===== config.mk =====
export PLATFORM = sky130hd
export DESIGN_NAME = lpc_tpm_target
export DESIGN_NICKNAME = d
export VERILOG_FILES = /design/src/rtl/lpc_tpm_pkg.sv /design/src/rtl/lpc_cycle_fsm.sv /design/src/rtl/lpc_field_capture.sv /design/src/rtl/lpc_lad_driver.sv /design/src/rtl/lpc_tpm_target.sv
export SDC_FILE = /design/constraint.sdc
export NUM_CORES = 1
export LEC_CHECK = 0
export ABC_AREA = 0
export ABC_CLOCK_PERIOD_IN_PS = 1300
export BUFFER_PORTS_ARGS = -buffer_cell sky130_fd_sc_hd__buf_2
export CAP_MARGIN = 10
export CORE_MARGIN = 4
export CORE_UTILIZATION = 47
export CTS_CLUSTER_SIZE = 25
export DETAILED_ROUTE_END_ITERATION = 10
export GPL_TIMING_DRIVEN = 1
export PLACE_DENSITY = 0.83
export SYNTH_ARGS = -nofsm -noshare
export SYNTH_HDL_FRONTEND = slang
export SYNTH_SLANG_ARGS = --single-unit

===== constraint.sdc =====
create_clock -name clk -period 1.3 [get_ports clk]
set_input_delay 0.13 -clock clk [delete_from_list [all_inputs] [get_ports clk]]
set_output_delay 0.13 -clock clk [all_outputs]
set_load 0.1 [all_outputs]

===== src/rtl/lpc_tpm_pkg.sv =====
// Shared encodings and state type for the LPC TPM-cycle target.
package lpc_tpm_pkg;
    typedef enum logic [2:0] {
        ST_IDLE,
        ST_CTYPE,
        ST_ADDR,
        ST_WDATA,
        ST_HTAR,
        ST_SYNC,
        ST_RDATA,
        ST_TTAR
    } lpc_state_e;

    localparam logic [3:0] NIB_START_TPM  = 4'b0101;
    localparam logic [3:0] NIB_DIR_RD     = 4'b0000;
    localparam logic [3:0] NIB_DIR_WR     = 4'b0010;
    localparam logic [3:0] NIB_SYNC_OK    = 4'b0000;
    localparam logic [3:0] NIB_SYNC_LWAIT = 4'b0110;
    localparam logic [3:0] NIB_TAR        = 4'b1111;
endpackage


===== src/rtl/lpc_cycle_fsm.sv =====
// Phase sequencer for one LPC TPM transfer.
// Assumes: grant is valid in the last host-turnaround clock; a low
// lframe_n in any state restarts start detection.
module lpc_cycle_fsm
    import lpc_tpm_pkg::*;
#(
    parameter int ADDR_NIBBLES = 4,
    parameter int DATA_NIBBLES = 2,
    parameter int TAR_CLKS     = 2,
    parameter int CNT_W        = 2
) (
    input  logic             clk,
    input  logic             rst_n,
    input  logic             lframe_n,
    input  logic [3:0]       lad_in,
    input  logic             grant,
    input  logic             reg_ready,
    output lpc_state_e       st,
    output logic [CNT_W-1:0] cnt,
    output logic             we,
    output logic             cnt_last
);
    localparam logic [CNT_W-1:0] A_LAST = CNT_W'(ADDR_NIBBLES - 1);
    localparam logic [CNT_W-1:0] D_LAST = CNT_W'(DATA_NIBBLES - 1);
    localparam logic [CNT_W-1:0] T_LAST = CNT_W'(TAR_CLKS - 1);

    lpc_state_e       nxt_st;
    logic [CNT_W-1:0] nxt_cnt;
    logic             nxt_we;

    // Last-count flag for the phase currently running.
    always_comb begin
        case (st)
            ST_ADDR:            cnt_last = (cnt == A_LAST);
            ST_WDATA, ST_RDATA: cnt_last = (cnt == D_LAST);
            ST_HTAR, ST_TTAR:   cnt_last = (cnt == T_LAST);
            default:            cnt_last = 1'b1;
        endcase
    end

    // Next-phase decision.
    always_comb begin
        nxt_st  = st;
        nxt_cnt = cnt_last ? '0 : cnt + 1'b1;
        nxt_we  = we;
        if (!lframe_n) begin
            nxt_cnt = '0;
            nxt_st  = (lad_in == NIB_START_TPM) ? ST_CTYPE : ST_IDLE;
        end else begin
            case (st)
                ST_IDLE:  nxt_cnt = '0;
                ST_CTYPE: begin
                    nxt_cnt = '0;
                    if (lad_in == NIB_DIR_RD) begin
                        nxt_st = ST_ADDR;
                        nxt_we = 1'b0;
                    end else if (lad_in == NIB_DIR_WR) begin
                        nxt_st = ST_ADDR;
                        nxt_we = 1'b1;
                    end else begin
                        nxt_st = ST_IDLE;
                    end
                end
                ST_ADDR:  if (cnt_last) nxt_st = we ? ST_WDATA : ST_HTAR;
                ST_WDATA: if (cnt_last) nxt_st = ST_HTAR;
                ST_HTAR:  if (cnt_last) nxt_st = grant ? ST_SYNC : ST_IDLE;
                ST_SYNC: begin
                    nxt_cnt = '0;
                    if (reg_ready) nxt_st = we ? ST_TTAR : ST_RDATA;
                end
                ST_RDATA: if (cnt_last) nxt_st = ST_TTAR;
                ST_TTAR:  if (cnt_last) nxt_st = ST_IDLE;
                default:  nxt_st = ST_IDLE;
            endcase
        end
    end

    // State, counter and direction registers.
    always_ff @(posedge clk) begin
        if (!rst_n) begin
            st  <= ST_IDLE;
            cnt <= '0;
            we  <= 1'b0;
        end else begin
            st  <= nxt_st;
            cnt <= nxt_cnt;
            we  <= nxt_we;
        end
    end
endmodule


===== src/rtl/lpc_field_capture.sv =====
// Collects address and write nibbles from the bus and holds the read byte.
// Assumes: address is MSB nibble first, data is low nibble first.
module lpc_field_capture
    import lpc_tpm_pkg::*;
#(
    parameter int ADDR_NIBBLES = 4,
    parameter int DATA_NIBBLES = 2,
    parameter int CNT_W        = 2
) (
    input  logic                      clk,
    input  logic                      rst_n,
    input  lpc_state_e                st,
    input  logic [CNT_W-1:0]          cnt,
    input  logic                      lframe_n,
    input  logic [3:0]                lad_in,
    input  logic                      rd_take,
    input  logic [DATA_NIBBLES*4-1:0] rd_in,
    output logic [ADDR_NIBBLES*4-1:0] addr_q,
    output logic [DATA_NIBBLES*4-1:0] wdata_q,
    output logic [DATA_NIBBLES*4-1:0] rdata_q
);
    localparam int ADDR_W = ADDR_NIBBLES * 4;

    // Address shift register, MSB nibble enters first.
    always_ff @(posedge clk) begin
        if (!rst_n)                             addr_q <= '0;
        else if (lframe_n && st == ST_ADDR)     addr_q <= {addr_q[ADDR_W-5:0], lad_in};
    end

    // One slot per write nibble, filled in arrival order.
    for (genvar g = 0; g < DATA_NIBBLES; g++) begin : g_wnib
        always_ff @(posedge clk) begin
            if (!rst_n)
                wdata_q[g*4 +: 4] <= '0;
            else if (lframe_n && st == ST_WDATA && cnt == CNT_W'(g))
                wdata_q[g*4 +: 4] <= lad_in;
        end
    end

    // Read byte latched in the OK clock.
    always_ff @(posedge clk) begin
        if (!rst_n)       rdata_q <= '0;
        else if (rd_take) rdata_q <= rd_in;
    end
endmodule


===== src/rtl/lpc_lad_driver.sv =====
// Selects the nibble and enable the target puts on the bus.
// Assumes: the bus is released at once when lframe_n is low.
module lpc_lad_driver
    import lpc_tpm_pkg::*;
#(
    parameter int DATA_NIBBLES = 2,
    parameter int CNT_W        = 2
) (
    input  lpc_state_e                st,
    input  logic [CNT_W-1:0]          cnt,
    input  logic                      lframe_n,
    input  logic                      reg_ready,
    input  logic [DATA_NIBBLES*4-1:0] rdata_q,
    output logic [3:0]                lad_out,
    output logic                      lad_oe
);
    // Drive value and enable per phase.
    always_comb begin
        lad_out = NIB_TAR;
        lad_oe  = 1'b0;
        case (st)
            ST_SYNC: begin
                lad_oe  = 1'b1;
                lad_out = reg_ready ? NIB_SYNC_OK : NIB_SYNC_LWAIT;
            end
            ST_RDATA: begin
                lad_oe  = 1'b1;
                lad_out = rdata_q[4*int'(cnt) +: 4];
            end
            ST_TTAR: lad_oe = (cnt == '0);
            default: lad_oe = 1'b0;
        endcase
        if (!lframe_n) lad_oe = 1'b0;
    end
endmodule


===== src/rtl/lpc_tpm_target.sv =====
// LPC target servicing TPM-type single-byte transfers.
// Assumes: acc_ok is a function of reg_loc/reg_ofs/reg_we from the
// access-control logic; reg_rdata is valid when reg_ready is high.
module lpc_tpm_target
    import lpc_tpm_pkg::*;
#(
    parameter int ADDR_NIBBLES = 4,
    parameter int DATA_W       = 8,
    parameter int LOC_BITS     = 4,
    parameter int LOC_MAX      = 4,
    parameter int TAR_CLKS     = 2
) (
    input  logic                             clk,
    input  logic                             rst_n,
    input  logic                             lframe_n,
    input  logic [3:0]                       lad_in,
    output logic [3:0]                       lad_out,
    output logic                             lad_oe,
    output logic                             reg_req,
    output logic                             reg_we,
    output logic [LOC_BITS-1:0]              reg_loc,
    output logic [ADDR_NIBBLES*4-LOC_BITS-1:0] reg_ofs,
    output logic [DATA_W-1:0]                reg_wdata,
    input  logic [DATA_W-1:0]                reg_rdata,
    input  logic                             reg_ready,
    input  logic                             acc_ok
);
    localparam int ADDR_W       = ADDR_NIBBLES * 4;
    localparam int DATA_NIBBLES = DATA_W / 4;
    localparam int MAXN_A       = (ADDR_NIBBLES > DATA_NIBBLES) ? ADDR_NIBBLES : DATA_NIBBLES;
    localparam int MAXN         = (MAXN_A > TAR_CLKS) ? MAXN_A : TAR_CLKS;
    localparam int CNT_W        = (MAXN < 2) ? 1 : $clog2(MAXN);

    lpc_state_e        st_q;
    logic [CNT_W-1:0]  cnt_q;
    logic              cnt_last;
    logic              loc_ok;
    logic              grant;
    logic              rd_take;
    logic [ADDR_W-1:0] addr_q;
    logic [DATA_W-1:0] rdata_q;

    // Locality decode and combined acceptance verdict.
    always_comb begin
        loc_ok = (addr_q[ADDR_W-1 -: LOC_BITS] <= LOC_BITS'(LOC_MAX));
        grant  = loc_ok && acc_ok;
    end

    // Request held through sync; read byte taken in the OK clock.
    always_comb begin
        reg_req = (st_q == ST_SYNC) && lframe_n;
        rd_take = reg_req && reg_ready;
        reg_loc = addr_q[ADDR_W-1 -: LOC_BITS];
        reg_ofs = addr_q[ADDR_W-LOC_BITS-1:0];
    end

    lpc_cycle_fsm #(
        .ADDR_NIBBLES(ADDR_NIBBLES), .DATA_NIBBLES(DATA_NIBBLES),
        .TAR_CLKS(TAR_CLKS), .CNT_W(CNT_W)
    ) u_fsm (
        .clk(clk), .rst_n(rst_n), .lframe_n(lframe_n), .lad_in(lad_in),
        .grant(grant), .reg_ready(reg_ready),
        .st(st_q), .cnt(cnt_q), .we(reg_we), .cnt_last(cnt_last)
    );

    lpc_field_capture #(
        .ADDR_NIBBLES(ADDR_NIBBLES), .DATA_NIBBLES(DATA_NIBBLES), .CNT_W(CNT_W)
    ) u_cap (
        .clk(clk), .rst_n(rst_n), .st(st_q), .cnt(cnt_q), .lframe_n(lframe_n),
        .lad_in(lad_in), .rd_take(rd_take), .rd_in(reg_rdata),
        .addr_q(addr_q), .wdata_q(reg_wdata), .rdata_q(rdata_q)
    );

    lpc_lad_driver #(
        .DATA_NIBBLES(DATA_NIBBLES), .CNT_W(CNT_W)
    ) u_drv (
        .st(st_q), .cnt(cnt_q), .lframe_n(lframe_n), .reg_ready(reg_ready),
        .rdata_q(rdata_q), .lad_out(lad_out), .lad_oe(lad_oe)
    );
endmodule


**Word level (Yosys, flattened, before mapping)**

Index checks and enable logic that the tools add are counted.

- Output and inout bits: 31
- Register bits: 38
- Input port bits: 17
- Logic and storage cells: 67

- Add/subtract/negate cells: 1
- Bitwise logic cells: 2
- Shifts and indexed selects: 1
- Reduce and logical (&&, ||, !) cells: 16
- Eq/ne operators: 18
- Order comparisons: 1
- Muxes and demuxes: 21

Operator list:

| kind | count |
|---|---|
| $mux 3 | 11 |
| $pmux 3 s7 | 1 |
| $ne 3x3->1 const B | 5 |
| $eq 3x3->1 const B | 4 |
| $ne 8x1->1 const B | 1 |
| $pmux 4 s2 | 1 |
| $shiftx 8x5->4 | 1 |
| $logic_and 1x1->1 | 7 |
| $reduce_and 7->1 | 1 |
| $eq 3x2->1 const B | 2 |
| $reduce_or 6->1 | 1 |
| $mux 1 | 5 |
| $eq 4x2->1 const B | 1 |
| $eq 4x3->1 const B | 1 |
| $le 4x3->1 const B | 1 |
| $logic_not 4->1 | 1 |
| $pmux 1 s2 | 2 |
| $reduce_or 4->1 | 1 |
| $eq 3x1->1 const B | 1 |
| $logic_not 3->1 | 1 |
| $ne 3x2->1 const B | 1 |
| $reduce_and 3->1 | 1 |
| $add 2x1->2 const B | 1 |
| $eq 2x1->1 const B | 1 |
| other kinds (6) | 7 |

**Longest topological paths before layout**

Gate-level depths: netlist of the first run.

- Depth after elaboration: 6
- Gate-level depth with buffers: 7
- Gate-level depth less buffers: 6

**By module**

Synthesis of the first run repeated with hierarchy kept, for this count alone.

- Cells, all modules: 201
- Area total of the unflattened synthesis: 1931.9 µm²

Modules (own cells, without submodules):

| module | sequential area each (µm²) | cells an instance | area each (µm²) | instances |
|---|---|---|---|---|
| lpc_field_capture | 640.6 | 132 | 1301.2 | 1 |
| lpc_cycle_fsm | 120.1 | 50 | 469.2 | 1 |
| lpc_lad_driver | 0.0 | 15 | 131.4 | 1 |
| lpc_tpm_target | 0.0 | 4 | 30.0 | 1 |

**Worst setup path after synthesis of the first run**

No wires, ideal clock.

- Path type: flip-flop to output port
- From: register u_fsm.st[2]
- To: output lad_out[1]
- Data arrival time: 2.935 ns
- Data required time: 1.170 ns
- Path buffers: 2
- Stages on the path, launching flop included: 5
- Slack: -1.765 ns
- Cell sequence: dfxtp_1 buf_4 buf_2 nand3_1 o21ai_0

- Word-level cells in the longest chain between the ends: 2
- Elaborated cells on any way between the ends: 3
- Those cells by class: eq/ne: 2; mux: 1

Ends and longest elaborated chain:

| item | line | RTL |
|---|---|---|
| start, declared | lpc_cycle_fsm.sv:18 | `output lpc_state_e st,` |
| start signal, assigned | lpc_cycle_fsm.sv:85 | `st <= nxt_st;` |
| $eq 3x3->1 | lpc_lad_driver.sv:21 | `case (st)` |
| $pmux 4 s2 * | lpc_lad_driver.sv:21 |  |
| end, declared | lpc_tpm_target.sv:17 | `output logic [3:0] lad_out,` |

Mark *: on every way between the ends. The rest lies on a longest branch, timed or not.

**Final worst setup path of the first run**

- From: register u_fsm.st[0]
- To: output lad_out[0]

The elaborated chain is that of the path after synthesis.

==> results of run 1 <==
[cell families (layout without fill, tap and decap cells)]
logic type,after synthesis,count (layout),share of synthesized area [%]
compound gates,42,42,15.6
fa+ha+maj,3,3,1.99
buf+inv,21,93,6.88
flops,38,38,40.2
mux,22,22,11.7
simple gates,81,81,23.6
[Yosys cell counts (2+ instances only)]
library cell | n | area (um^2)
a31oi_1 | 4 | 25.0
nor2_1 | 4 | 15.0
o211ai_1 | 3 | 22.5
buf_4 | 3 | 22.5
nand4_1 | 3 | 18.8
a21boi_0 | 6 | 45.0
nand2_1 | 34 | 128
nor3b_1 | 2 | 15.0
nor3_1 | 2 | 10.0
a21boi_1 | 8 | 60.1
ha_1 | 3 | 37.5
nand3_1 | 4 | 20.0
buf_2 | 2 | 10.0
and2b_4 | 2 | 20.0
dfxtp_1 | 38 | 761
clkbuf_1 | 5 | 18.8
buf_6 | 5 | 56.3
a21boi_2 | 2 | 22.5
a21oi_1 | 4 | 20.0
nor2b_1 | 19 | 119
o221ai_1 | 3 | 26.3
o21ai_0 | 7 | 35.0
mux2i_1 | 21 | 210
and3_1 | 2 | 12.5
inv_1 | 6 | 22.5
[flip-flops by register name (all words and copies together), names as in the netlist]
name / cells
u_cap.wdata_q: 8
u_fsm.st: 3
u_fsm.cnt: 2
u_fsm.we: 1
u_cap.addr_q: 16
u_cap.rdata_q: 8
[where the power goes]
group          total (mW)  internal [mW]  switching (mW)
logic               0.187         0.0861           0.101
registers            1.16           1.16         0.00354
clock network       0.845          0.428           0.417
[timing repair]
| item | 4_1_cts | 5_1_grt |
|---|---|---|
| setup endpoints to repair | 29 | 44 |
| pin swaps | 11 | 6 |
| gates resized for setup | 25 | 21 |
| buffers inserted | 8 | 4 |
[worst min-delay path, stage by stage]
cell	delay (ns)
buf_2	0.08
mux2i_1	0.05
nor2b_1	0.10
[final cells by class]
type	count	area, um^2
multi-input cells	148	1190
fillers	242	981
flip-flops and latches	38	788
repair buffers	79	636
clock buffers	7	86.3
well taps	48	60.1
inverters	6	22.5
clock inverters	1	5.00
[stage by stage]
| step | std cells | area (um^2) |
|---|---|---|
| 2_1_floorplan | 207 | 2030 |
| 3_3_place_gp | 307 | 2460 |
| 3_5_place_dp | 307 | 2460 |
| 4_1_cts | 323 | 2690 |
| 5_1_grt | 327 | 2790 |
| 6_report | 327 | 2790 |
[how the worst max path moves through the flow]
stage                     slack, ns     endpoint    startpoint
after floorplan               -0.27   lad_out[0]   u_fsm.st[1]
after global placement        -0.05   lad_out[1]   u_fsm.st[1]
after detailed placement      -0.14  u_fsm.st[0]  u_fsm.cnt[0]
after CTS                     -0.32   lad_out[3]   u_fsm.st[0]
after global routing          -0.42   lad_out[1]   u_fsm.st[0]
final                         -0.35   lad_out[0]   u_fsm.st[0]
[routing by layer]
| layer | routed length [um] | global-route usage, % | vias up |
|---|---|---|---|
| met1 | 2240 | 25.4 | 880 |
| met3 | 287 | 5.61 | 29 |
| li1 | - | - | 848 |
| met5 | 0 | 0 | - |
| met2 | 2780 | 34.4 | 68 |
| met4 | 354 | 19.0 | 0 |
==> reports/results.ini, run 1 <==
[run_status]
status = finished, violations left
violations = setup timing

[logic_synthesis]
yosys_warnings = 0
seq_area_frac_synth_pct = 40.2
syn-num-nets = 227
async_flop_share_pct = 0
synth_cells = 207
avgSynthCellArea_um2 = 9.13
synth-edff-count = 0
ys_ff_latch = 38
ys_types = 40
synth-main-ff-cell = dfxtp_1
synthesis.area_um2 = 1890

[worst_setup_path]
slowest_delay_ns = 0.34
regToRegEndpoint = u_fsm.st[0]
worst_r2r_startpoint = u_fsm.st[2]
cp.arrival_ns = 1.52
cp_slowest_cell = dfxtp_2
cp_num_cells = 5
endpoint_kind = output pin
rrSetupSlack_ns = -0.16
critPathBufInv = 2
crit_type = reg2out
crit_family = simple AND/OR/NAND/NOR gates
critPathRequiredTime_ns = 1.17
worstRegToRegCells = 6
crit_chain = buf_6 > nor2b_4 > nand3_4 > o221ai_4 > buf_12
cp_max_fo = 4
start_kind = flip-flop

[placement]
dp_hpwl_um = 3300
gp_congestion = 0.828
post-place-ws_ns = -0.142
port_buffers = 47

[layout]
nNetsFinal = 298
layout_common_cells = buf_2, nand2_1, dfxtp_1
area_growth_pct = 47.6
fin_util_pct = 74.0
diodes = 0
drive_gt1_share_pct = 47.7
final_common_cell = buf_2

[timing]
maxSlewViolCount = 0
fin_crit_sh_pct = 127
rsz0062_at_grt = true
setup_violations = 38
worstMarginPinSlew_ns = 0.568
max-slew-margin-rel_pct = 61.6
worst_hold_slack_ns = 0.0950
fin_worst_skew_ns = 0.0116
tns_ns = -5.17
hold_viol = 0
period_minus_slack_ns = 1.65
fmax_ghz = 0.606
post-route-worst-setup-slack_ns = -0.349

[routing]
firstDrtPassIters = 4
drc = 0
wl_um = 5670
final_antenna_net_count = 0
drt_iter0_markers = 100
wire_per_inst_um = 17.3
vias = 1825
post_drt_via_cell_ratio = 5.58

[floorplan]
coreArea_um2 = 3770
fp.dieArea_um2 = 5100
die_y_um = 71.4
dieWidth_um = 71.4
pin_count = 48
row_count = 22
initial_core_util_pct = 50.1

[clock_network]
root_buffer = clkbuf_8
clk_latency_ns = 0.30
clock_path_buffers = 2
cts_hold_buf = 0
cts.sinks = 38
clk_pin_slew_ns = 0.08
cts_made_buffers = 5
cts_tree = yes
htreeDepth = 2

[global_route]
antenna_found_initial = 0
grt.total_usage_pct = 22.2
overflow = 0
grt_start_max_net_pins = 29
grt_pass1_vias = 1804
grt_pass1_wl_um = 8770

[pwr]
p_per_area_nw_per_um2 = 786
peakVddDrop_uv = 628
leakagePower_nw = 1.22
power_mw = 2.19

[worst_hold_path]
hold_class = in2reg
hold_end = u_cap.rdata_q[6]
hold_start = reg_rdata[6]
holdPathStages = 3

[flow_run]
max_cap_viol_count = 0

Power figures use the tool's default switching activity.
==> run 2, diff against run 1 <==
Settings changed: ABC_CLOCK_PERIOD_IN_PS 1300 to 1600, CORE_UTILIZATION 47 to 52, CTS_CLUSTER_SIZE 25 to unset, PLACE_DENSITY 0.83 to 0.86.
Clock period 1.3 ns to 1.6 ns, I/O delays scaled along.
==> run 2 against run 1 <==
  * The run still ends with setup timing left
  * Via count shrank 2.0%
  * Clock-buffer cell count shrank 1
  * Combinational power shrank 28%
==> reports/results.ini, run 2 (synthesized netlist as in run 1, its figures left out) <==
[pwr]
p_per_area_nw_per_um2 = 609  ; -23%
leakagePower_nw = 1.11  ; -8.8%
peakVddDrop_uv = 581  ; -7.4%

[global_route]
grt.total_usage_pct = 22.4  ; +0.15 points
grt_start_max_net_pins = 39  ; +34%
grt_pass1_vias = 1657  ; -8.1%
overflow = 0  ; unchanged
antenna_found_initial = 0  ; unchanged
grt_pass1_wl_um = 7770  ; -11%

[run_status]
violations = setup timing
status = finished, violations left

[worst_hold_path]
hold_start = reg_rdata[3]
hold_class = in2reg

[layout]
layout_common_cells = buf_2, nand2_1, dfxtp_1
area_growth_pct = 35.9
regMostFlops = u_cap.addr_q
largest_reg_flops = 16  ; unchanged
fin_area_um2 = 2570  ; -7.9%
top_regs = u_cap.addr_q (16), u_cap.rdata_q (8), u_cap.wdata_q (8)
fin_util_pct = 75.2  ; +1.2 points
final_common_cell = buf_2
nNetsFinal = 286  ; -4.0%
drive_gt1_share_pct = 40.6  ; -7.1 points
diodes = 0  ; unchanged

[worst_setup_path]
crit_type = reg2out
critPathLaunch = u_fsm.st[1]
start_kind = flip-flop
critPathRequiredTime_ns = 1.44  ; +0.27 ns
worst_r2r_startpoint = u_fsm.cnt[1]
cp.arrival_ns = 1.56  ; +0.04 ns
cp_max_fo = 4  ; unchanged
endpoint_kind = output pin

[timing]
post-route-worst-setup-slack_ns = -0.121  ; +0.228 ns
rsz0062_at_grt = true
fin_crit_sh_pct = 108
setup_violations = 6  ; -84%
fmax_ghz = 0.581
hold_viol = 0  ; unchanged
maxSlewViolCount = 0  ; unchanged
worstMarginPinSlew_ns = 0.540  ; -0.0277 ns
period_minus_slack_ns = 1.72
fin_worst_skew_ns = 0.00808  ; -0.00354 ns
max-slew-margin-rel_pct = 64.0  ; +2.4 points

[floorplan]
fp.dieArea_um2 = 4660  ; -8.6%
dieWidth_um = 68.3  ; -4.4%
die_y_um = 68.3  ; -4.4%
coreArea_um2 = 3420  ; -9.4%
pin_count = 48  ; unchanged
initial_core_util_pct = 55.3  ; +5.2 points
row_count = 21  ; -4.5%

[clock_network]
root_buffer = clkbuf_4
clock_path_buffers = 2  ; unchanged
htreeDepth = 2  ; unchanged
clk_latency_ns = 0.35  ; +0.05 ns
cts_made_buffers = 5  ; unchanged
cts.sinks = 38  ; unchanged
cts_tree = yes
clk_pin_slew_ns = 0.11  ; +0.03 ns

[routing]
drc = 0  ; unchanged
firstDrtPassIters = 5  ; +1
vias = 1789  ; -2.0%
wire_per_inst_um = 17.1  ; -1.1%
drt_iter0_markers = 130  ; +30%
final_antenna_net_count = 0  ; unchanged
wl_um = 5350  ; -5.6%
post_drt_via_cell_ratio = 5.73  ; +2.7%

[flow_run]
max_cap_viol_count = 0  ; unchanged

[placement]
dp_hpwl_um = 3200  ; -2.9%
port_buffers = 47  ; unchanged
gp_congestion = 0.862  ; +4.0%
post_dp_cell_area_um2 = 2360  ; -3.8%

[run 2: worst max-delay path: stages (launching register included)]
cell	delay, ns
dfxtp_2	0.37
nor2b_4	0.22
nand3_4	0.18
o221ai_4	0.22
buf_12	0.21
[run 2: stage by stage]
stage	setup slack, ns	power, mW	hold WS [ns]	instances	TNS, ns
after CTS	-0.0388	1.56	0.0566	311	-0.129
after detailed placement	0.0550	1.09	0.422	299	0
after floorplan	-0.00410	1.05	0.305	207	-0.00819
final	-0.121	1.56	0.0643	312	-0.416
after global routing	-0.159	1.62	0.0551	312	-0.694
after global placement	0.112	1.09	0.414	299	0
[run 2: final cells by class]
type | instances | area, um^2
tap | 46 | 57.6
multi-input combinational | 148 | 1170
sequential | 38 | 777
clock buffer | 6 | 41.3
inverter | 6 | 22.5
fill | 235 | 846
timing repair buffer | 67 | 494
clock inverter | 1 | 7.51
[run 2: final timing paths]
path	end	slack (ns)	cells past startpoint
max reg2reg	u_fsm.st[0]	0.07	6
max	lad_out[3]	-0.12	4
min reg2reg	u_cap.addr_q[6]	0.48	2
min	u_cap.rdata_q[3]	0.06	3
[run 2: routing by layer]
layer  wire (um)  vias to the layer above  track usage, %  share of wire, %
li1            -                      838               -                 -
met1        2050                      862            25.9                38
met2        2750                       72            38.6                51
met3         353                       17            5.75               6.6
met4         199                        0            9.93               3.7
met5           0                        -               0                 0
[run 2: report_power, final]
group | switching (mW) | internal (mW) | leakage, nW | total, mW
registers | 0.00376 | 0.946 | 0.311 | 0.950
logic | 0.0764 | 0.0578 | 0.777 | 0.134
clock network | 0.316 | 0.164 | 0.0243 | 0.480
total | 0.397 | 1.17 | 1.11 | 1.56
[run 2: repair_timing]
item                       4_1_cts  5_1_grt
setup endpoints to repair        6        9
resized for setup               23        7
hold buffers                     0        0
pin swaps                        3        1
buffers inserted                 5        1
